File: src/rtl/dp_pkg.sv
package dp_pkg;
  localparam int SEL_W     = 2;
  localparam int REG_COUNT = 1 << SEL_W;
  localparam int G_W       = 4;
  localparam int H_W       = 2;

  typedef enum logic [1:0] {
    SH_PASS  = 2'b00,
    SH_RIGHT = 2'b01,
    SH_LEFT  = 2'b10,
    SH_HOLD  = 2'b11
  } shiftOp_e;

  typedef struct packed {
    logic [REG_COUNT-1:0] regLoad;
    logic [SEL_W-1:0]     aSel;
    logic [SEL_W-1:0]     bSel;
    logic                 useConst;
    logic [G_W-1:0]       gSel;
    logic [H_W-1:0]       hSel;
    logic                 pickShift;
    logic                 pickExt;
  } dpStrobes_t;
endpackage

File: src/rtl/dp_ctrl.sv
module dp_ctrl
  import dp_pkg::*;
(
  input  logic             loadEn,
  input  logic [SEL_W-1:0] destSel,
  input  logic [SEL_W-1:0] aSel,
  input  logic [SEL_W-1:0] bSel,
  input  logic             mbSel,
  input  logic [G_W-1:0]   gSel,
  input  logic [H_W-1:0]   hSel,
  input  logic             mfSel,
  input  logic             mdSel,
  output dpStrobes_t       strobes
);
  logic [REG_COUNT-1:0] loadVec;

  // destination decoder gated by the global enable
  for (genvar i = 0; i < REG_COUNT; i++) begin : g_dec
    assign loadVec[i] = loadEn && (destSel == SEL_W'(i));
  end

  always_comb begin
    strobes.regLoad   = loadVec;
    strobes.aSel      = aSel;
    strobes.bSel      = bSel;
    strobes.useConst  = mbSel;
    strobes.gSel      = gSel;
    strobes.hSel      = hSel;
    strobes.pickShift = mfSel;
    strobes.pickExt   = mdSel;
  end
endmodule

File: src/rtl/dp_func.sv
module dp_func
  import dp_pkg::*;
#(
  parameter int W = 8
) (
  input  logic [W-1:0]   opA,
  input  logic [W-1:0]   opB,
  input  logic [G_W-1:0] gSel,
  input  logic [H_W-1:0] hSel,
  input  logic           pickShift,
  input  logic           shiftInR,
  input  logic           shiftInL,
  output logic [W-1:0]   funcOut,
  output logic           vOut,
  output logic           cOut,
  output logic           nOut,
  output logic           zOut
);
  localparam int MSB = W - 1;

  logic [W-1:0] yOp;
  logic [W:0]   sum;
  logic [W-1:0] logicRes;
  logic [W-1:0] aluRes;
  logic [W-1:0] shiftRes;
  logic         isLogic;

  assign isLogic = gSel[3];

  // B-side operand for the adder: zero, B, ~B or all ones
  always_comb begin
    unique case (gSel[2:1])
      2'b00:   yOp = '0;
      2'b01:   yOp = opB;
      2'b10:   yOp = ~opB;
      default: yOp = '1;
    endcase
  end

  assign sum = {1'b0, opA} + {1'b0, yOp} + (W+1)'(gSel[0]);

  always_comb begin
    unique case (gSel[2:1])
      2'b00:   logicRes = opA & opB;
      2'b01:   logicRes = opA | opB;
      2'b10:   logicRes = opA ^ opB;
      default: logicRes = ~opA;
    endcase
  end

  assign aluRes = isLogic ? logicRes : sum[W-1:0];
  assign cOut   = !isLogic && sum[W];
  assign vOut   = !isLogic && (opA[MSB] == yOp[MSB]) && (sum[MSB] != opA[MSB]);

  always_comb begin
    unique case (shiftOp_e'(hSel))
      SH_RIGHT: shiftRes = {shiftInR, opB[W-1:1]};
      SH_LEFT:  shiftRes = {opB[W-2:0], shiftInL};
      default:  shiftRes = opB;
    endcase
  end

  assign funcOut = pickShift ? shiftRes : aluRes;
  assign nOut    = funcOut[MSB];
  assign zOut    = (funcOut == '0);
endmodule

File: src/rtl/dp_core.sv
module dp_core
  import dp_pkg::*;
#(
  parameter int W = 8
) (
  input  logic         clk,
  input  logic         rstN,
  input  dpStrobes_t   strobes,
  input  logic [W-1:0] constIn,
  input  logic [W-1:0] dataIn,
  input  logic         shiftInR,
  input  logic         shiftInL,
  output logic [W-1:0] addrOut,
  output logic [W-1:0] dataOut,
  output logic         flagV,
  output logic         flagC,
  output logic         flagN,
  output logic         flagZ
);
  logic [W-1:0] regs [REG_COUNT];
  logic [W-1:0] busA;
  logic [W-1:0] regB;
  logic [W-1:0] busB;
  logic [W-1:0] funcOut;
  logic [W-1:0] busD;

  for (genvar i = 0; i < REG_COUNT; i++) begin : g_reg
    always_ff @(posedge clk or negedge rstN) begin
      if (!rstN)                   regs[i] <= '0;
      else if (strobes.regLoad[i]) regs[i] <= busD;
    end
  end

  assign busA = regs[strobes.aSel];
  assign regB = regs[strobes.bSel];
  assign busB = strobes.useConst ? constIn : regB;

  dp_func #(.W(W)) func_i (
    .opA       (busA),
    .opB       (busB),
    .gSel      (strobes.gSel),
    .hSel      (strobes.hSel),
    .pickShift (strobes.pickShift),
    .shiftInR  (shiftInR),
    .shiftInL  (shiftInL),
    .funcOut   (funcOut),
    .vOut      (flagV),
    .cOut      (flagC),
    .nOut      (flagN),
    .zOut      (flagZ)
  );

  assign busD    = strobes.pickExt ? dataIn : funcOut;
  assign addrOut = busA;
  assign dataOut = busB;
endmodule

File: src/rtl/regfile_datapath.sv
module regfile_datapath
  import dp_pkg::*;
#(
  parameter int W = 8
) (
  input  logic             clk,
  input  logic             rstN,
  input  logic             loadEn,
  input  logic [SEL_W-1:0] destSel,
  input  logic [SEL_W-1:0] aSel,
  input  logic [SEL_W-1:0] bSel,
  input  logic             mbSel,
  input  logic [G_W-1:0]   gSel,
  input  logic [H_W-1:0]   hSel,
  input  logic             mfSel,
  input  logic             mdSel,
  input  logic [W-1:0]     constIn,
  input  logic [W-1:0]     dataIn,
  input  logic             shiftInR,
  input  logic             shiftInL,
  output logic [W-1:0]     addrOut,
  output logic [W-1:0]     dataOut,
  output logic             flagV,
  output logic             flagC,
  output logic             flagN,
  output logic             flagZ
);
  dpStrobes_t strobes;

  dp_ctrl ctrl_i (
    .loadEn  (loadEn),
    .destSel (destSel),
    .aSel    (aSel),
    .bSel    (bSel),
    .mbSel   (mbSel),
    .gSel    (gSel),
    .hSel    (hSel),
    .mfSel   (mfSel),
    .mdSel   (mdSel),
    .strobes (strobes)
  );

  dp_core #(.W(W)) core_i (
    .clk      (clk),
    .rstN     (rstN),
    .strobes  (strobes),
    .constIn  (constIn),
    .dataIn   (dataIn),
    .shiftInR (shiftInR),
    .shiftInL (shiftInL),
    .addrOut  (addrOut),
    .dataOut  (dataOut),
    .flagV    (flagV),
    .flagC    (flagC),
    .flagN    (flagN),
    .flagZ    (flagZ)
  );
endmodule

File: config.mk
export PLATFORM = sky130hd
export DESIGN_NAME = regfile_datapath
export DESIGN_NICKNAME = d
export VERILOG_FILES = /design/src/rtl/dp_pkg.sv /design/src/rtl/dp_ctrl.sv /design/src/rtl/dp_func.sv /design/src/rtl/dp_core.sv /design/src/rtl/regfile_datapath.sv
export SDC_FILE = /design/constraint.sdc
export NUM_CORES = 1
export LEC_CHECK = 0
export ABC_AREA = 1
export ABC_CLOCK_PERIOD_IN_PS = 3740
export CORE_UTILIZATION = 35
export CTS_CLUSTER_DIAMETER = 200
export DETAILED_ROUTE_END_ITERATION = 10
export HOLD_SLACK_MARGIN = 0.15
export PLACE_DENSITY = 0.56
export SETUP_SLACK_MARGIN = 0.02
export SLEW_MARGIN = 5
export SYNTH_ARGS = -nofsm -noshare
export SYNTH_HDL_FRONTEND = slang
export SYNTH_SLANG_ARGS = --single-unit
File: constraint.sdc
create_clock -name clk -period 3.74 [get_ports clk]
set_input_delay 0.561 -clock clk [delete_from_list [all_inputs] [get_ports clk]]
set_output_delay 0.561 -clock clk [all_outputs]
set_load 0.005 [all_outputs]
==> flow_summary.yaml <==
cells_and_area:
  diodes: 0
  fin_util_pct: 53.3
  max_flop_register: "core_i.regs"
  largest_reg_flops: 32
  multiInputGateArea_sq_um: 2470
  fillers: 958
  finalInstanceArea_sq_um: 5280
  drive_above_1_share_pct: 29.7
  nets: 792
  syn_to_final_growth_pct: 45.7
  instances_no_fill: 863
  largestRegisters: "core_i.regs x32"
  final-seq-area_sq_um: 801
synthesis:
  netlist_instances: 578
  yosysSeqAreaShare_pct: 22.1
  synthSimpleGateAreaFrac_pct: 46.9
  synth-edff-count: 0
  ys.flop_type: "dfrtp_1"
  synth_nets: 641
  synth.avg_cell_area_sq_um: 6.27
  synth_area_sq_um: 3620
  synth_compound_area_share_pct: 8.15
  synthMuxAreaShare_pct: 0
  synth-async-reset-ratio_pct: 100
  synth-warning-count: 0
  synth_top_family_by_area: "simple AND/OR/NAND/NOR gates"
  synth-xor-area-share_pct: 0
  synth_cell_types: 34
  synth_fa_ha_area_share_pct: 9.74
  synth.ff_latch_count: 32
drt:
  routed_wl_um: 11400
  drtPass1Iterations: 5
  drc: 0
  vias_per_cell: 4.80
  dr.first_iter.drc_count: 157
  via_count: 4142
  drtAntennaViolNets: 0
  wl_per_cell_um: 13.2
place:
  placed_cells: 833
  io_buffers: 55
  placed_area_sq_um: 4860
  gp_congestion: 0.890
  hpwl_um: 8960
floorplan:
  die_area_sq_um: 10800
  start_util_pct: 36.6
  io_pins: 56
  die_y_um: 104
  core_sq_um: 9910
  fp-row-count: 36
  die_w_um: 104
clock_tree:
  cts_buffer_depth: 2
  clkSinkCount: 32
  clock_latency_ns: 0.28
  htree_levels: 2
  clk_pin_slew_worst_paths_ns: 0.06
  cts_hold_buf: 0
  tritoncts: "yes"
  cts_root_buf: "clkbuf_8"
  cts_buffers: 5
pwr:
  powerDensity_nw_per_um2: 328
  ir_worst_vdd_uv: 317
  p_leak_nw: 2.84
critical_path:
  worstSetupPathType: "input port to primary output"
  cp-start-kind: "input port"
  critPathMaxFanout: 4
  cp-end-kind: "primary output"
  critical_path_arrival_ns: 3.07
  required_ns: 3.18
sta:
  hold_viol_final: 0
  setup_viol: 0
  relSlewSlack_pct: 54.6
  whs_ns: 0.508
  layout_min_cycle_time_ns: 3.63
  finalCritPeriodShare_pct: 97.1
  finalClockSkew_ns: 0.00320
  grt_setup_unrepaired: "false"
  drv_slew: 0
  max_freq_mhz: 275
  tightest_slew_ns: 0.680
hold_path:
  hold_path.class: "register to register"
grt:
  grt_overflow: 0
  busiest_layer: "met2"
  grtUsageMet1_pct: 26.9
  antenna_found_initial: 0
  grt_pass1_wl_um: 18100
  grt_pass1_vias: 3784
  grt_usage_pct: 20.7
  grtUsageMet2_pct: 36.2
  grt_max_degree: 33
  grtUsageMet3_pct: 1.51
run:
  drv_cap: 0
outcome:
  status: "finished clean"
[cell usage after synthesis, drive strengths merged, types with 4 or more instances]
| cell | instances | area (sq um) |
|---|---|---|
| a21oi | 19 | 98.9 |
| nor3 | 4 | 20.0 |
| nand3 | 106 | 638 |
| dfrtp | 32 | 801 |
| or2 | 17 | 106 |
| inv | 86 | 328 |
| o21ai | 37 | 189 |
| nor2 | 12 | 52.6 |
| ha | 25 | 313 |
| buf | 17 | 131 |
| nand4 | 5 | 31.3 |
| nand2 | 208 | 826 |
[worst paths after layout]
| path | slack, ns | cells past startpoint | to | start |
|---|---|---|---|---|
| setup / recovery | 0.11 | 18 | flagC | constIn[1] |
| hold / removal | 0.51 | 2 | core_i.regs[6] | core_i.regs[6] |
| setup reg to reg | 1.02 | 22 | core_i.regs[14] | core_i.regs[0] |
| hold reg to reg | 0.51 | 2 | core_i.regs[6] | core_i.regs[6] |
| max in group asynchronous | 2.76 | 2 | core_i.regs[8] | rstN |
| min in group asynchronous | 0.68 | 2 | core_i.regs[15] | rstN |
[repair_timing]
action,4_1_cts,5_1_grt
gates cloned,1,0
setup endpoints to repair,4,4
setup buffers,14,7
pin swaps,15,20
gates resized for setup,33,47
[logic make-up after synthesis]
| group | Yosys count |
|---|---|
| flops | 32 |
| buf+inv | 107 |
| fa+ha+maj | 27 |
| simple gates | 355 |
| compound gates | 57 |
[per-layer routing]
| metal | up-vias | wire length [um] | part of all wire (%) |
|---|---|---|---|
| met5 | - | 0 | 0 |
| met3 | 19 | 325 | 2.9 |
| met2 | 101 | 5460 | 48 |
| li1 | 2135 | - | - |
| met4 | 0 | 301 | 2.6 |
| met1 | 1887 | 5290 | 47 |
[placed cells by master (no fill, tap or decap), types with 5 or more instances in the layout]
master,count
nand3_2,24
clkdlybuf4s50_1,43
buf_4,101
a21oi_1,15
dfrtp_1,32
ha_1,24
o21ai_1,24
o21ai_0,11
clkbuf_8,6
nand4_1,5
nand2_2,28
nand2_1,176
or2_2,9
nor2_2,5
inv_2,8
nand3_1,81
inv_1,76
nor2_1,7
dlymetal6s2s_1,5
[critical path, stage by stage]
cell	delay [ns]
clkdlybuf4s50_1	0.40
or2_4	0.27
nand2_4	0.08
o21ai_1	0.07
buf_4	0.14
buf_4	0.13
fa_2	0.38
nand3_2	0.10
nand3_2	0.08
nand2_2	0.07
nand2_2	0.05
nand2_2	0.08
buf_4	0.10
buf_4	0.09
nand2_1	0.04
a21oi_1	0.12
nor2_1	0.06
dlygate4sd2_1	0.25
[power by group]
| part | total [W] | switching (W) | leakage (nW) | internal (W) |
|---|---|---|---|---|
| combinational | 0.00100 | 0.000503 | 2.40 | 0.000500 |
| clock | 0.000268 | 0.000118 | 0.0455 | 0.000150 |
| sequential | 0.000460 | 0.0000469 | 0.395 | 0.000413 |
| total | 0.00173 | 0.000668 | 2.84 | 0.00106 |
[metrics by stage]
step                      power, W  setup WS [ns]  setup TNS (ns)
after floorplan           0.000951          0.342               0
after global placement     0.00133         -0.725           -1.95
after detailed placement   0.00135         -0.792           -2.16
after CTS                  0.00168         0.0155               0
after global routing       0.00187         0.0203               0
final                      0.00173          0.109               0
[area by class of cell]
cell class	instances	share of cell area [%]
multi-input cells	439	46.9
repair buffers	163	26.7
flip-flops and latches	32	15.2
inverters	88	6.42
well taps	133	3.15
clock buffers	8	1.71
(Power assumes the default switching activity.)
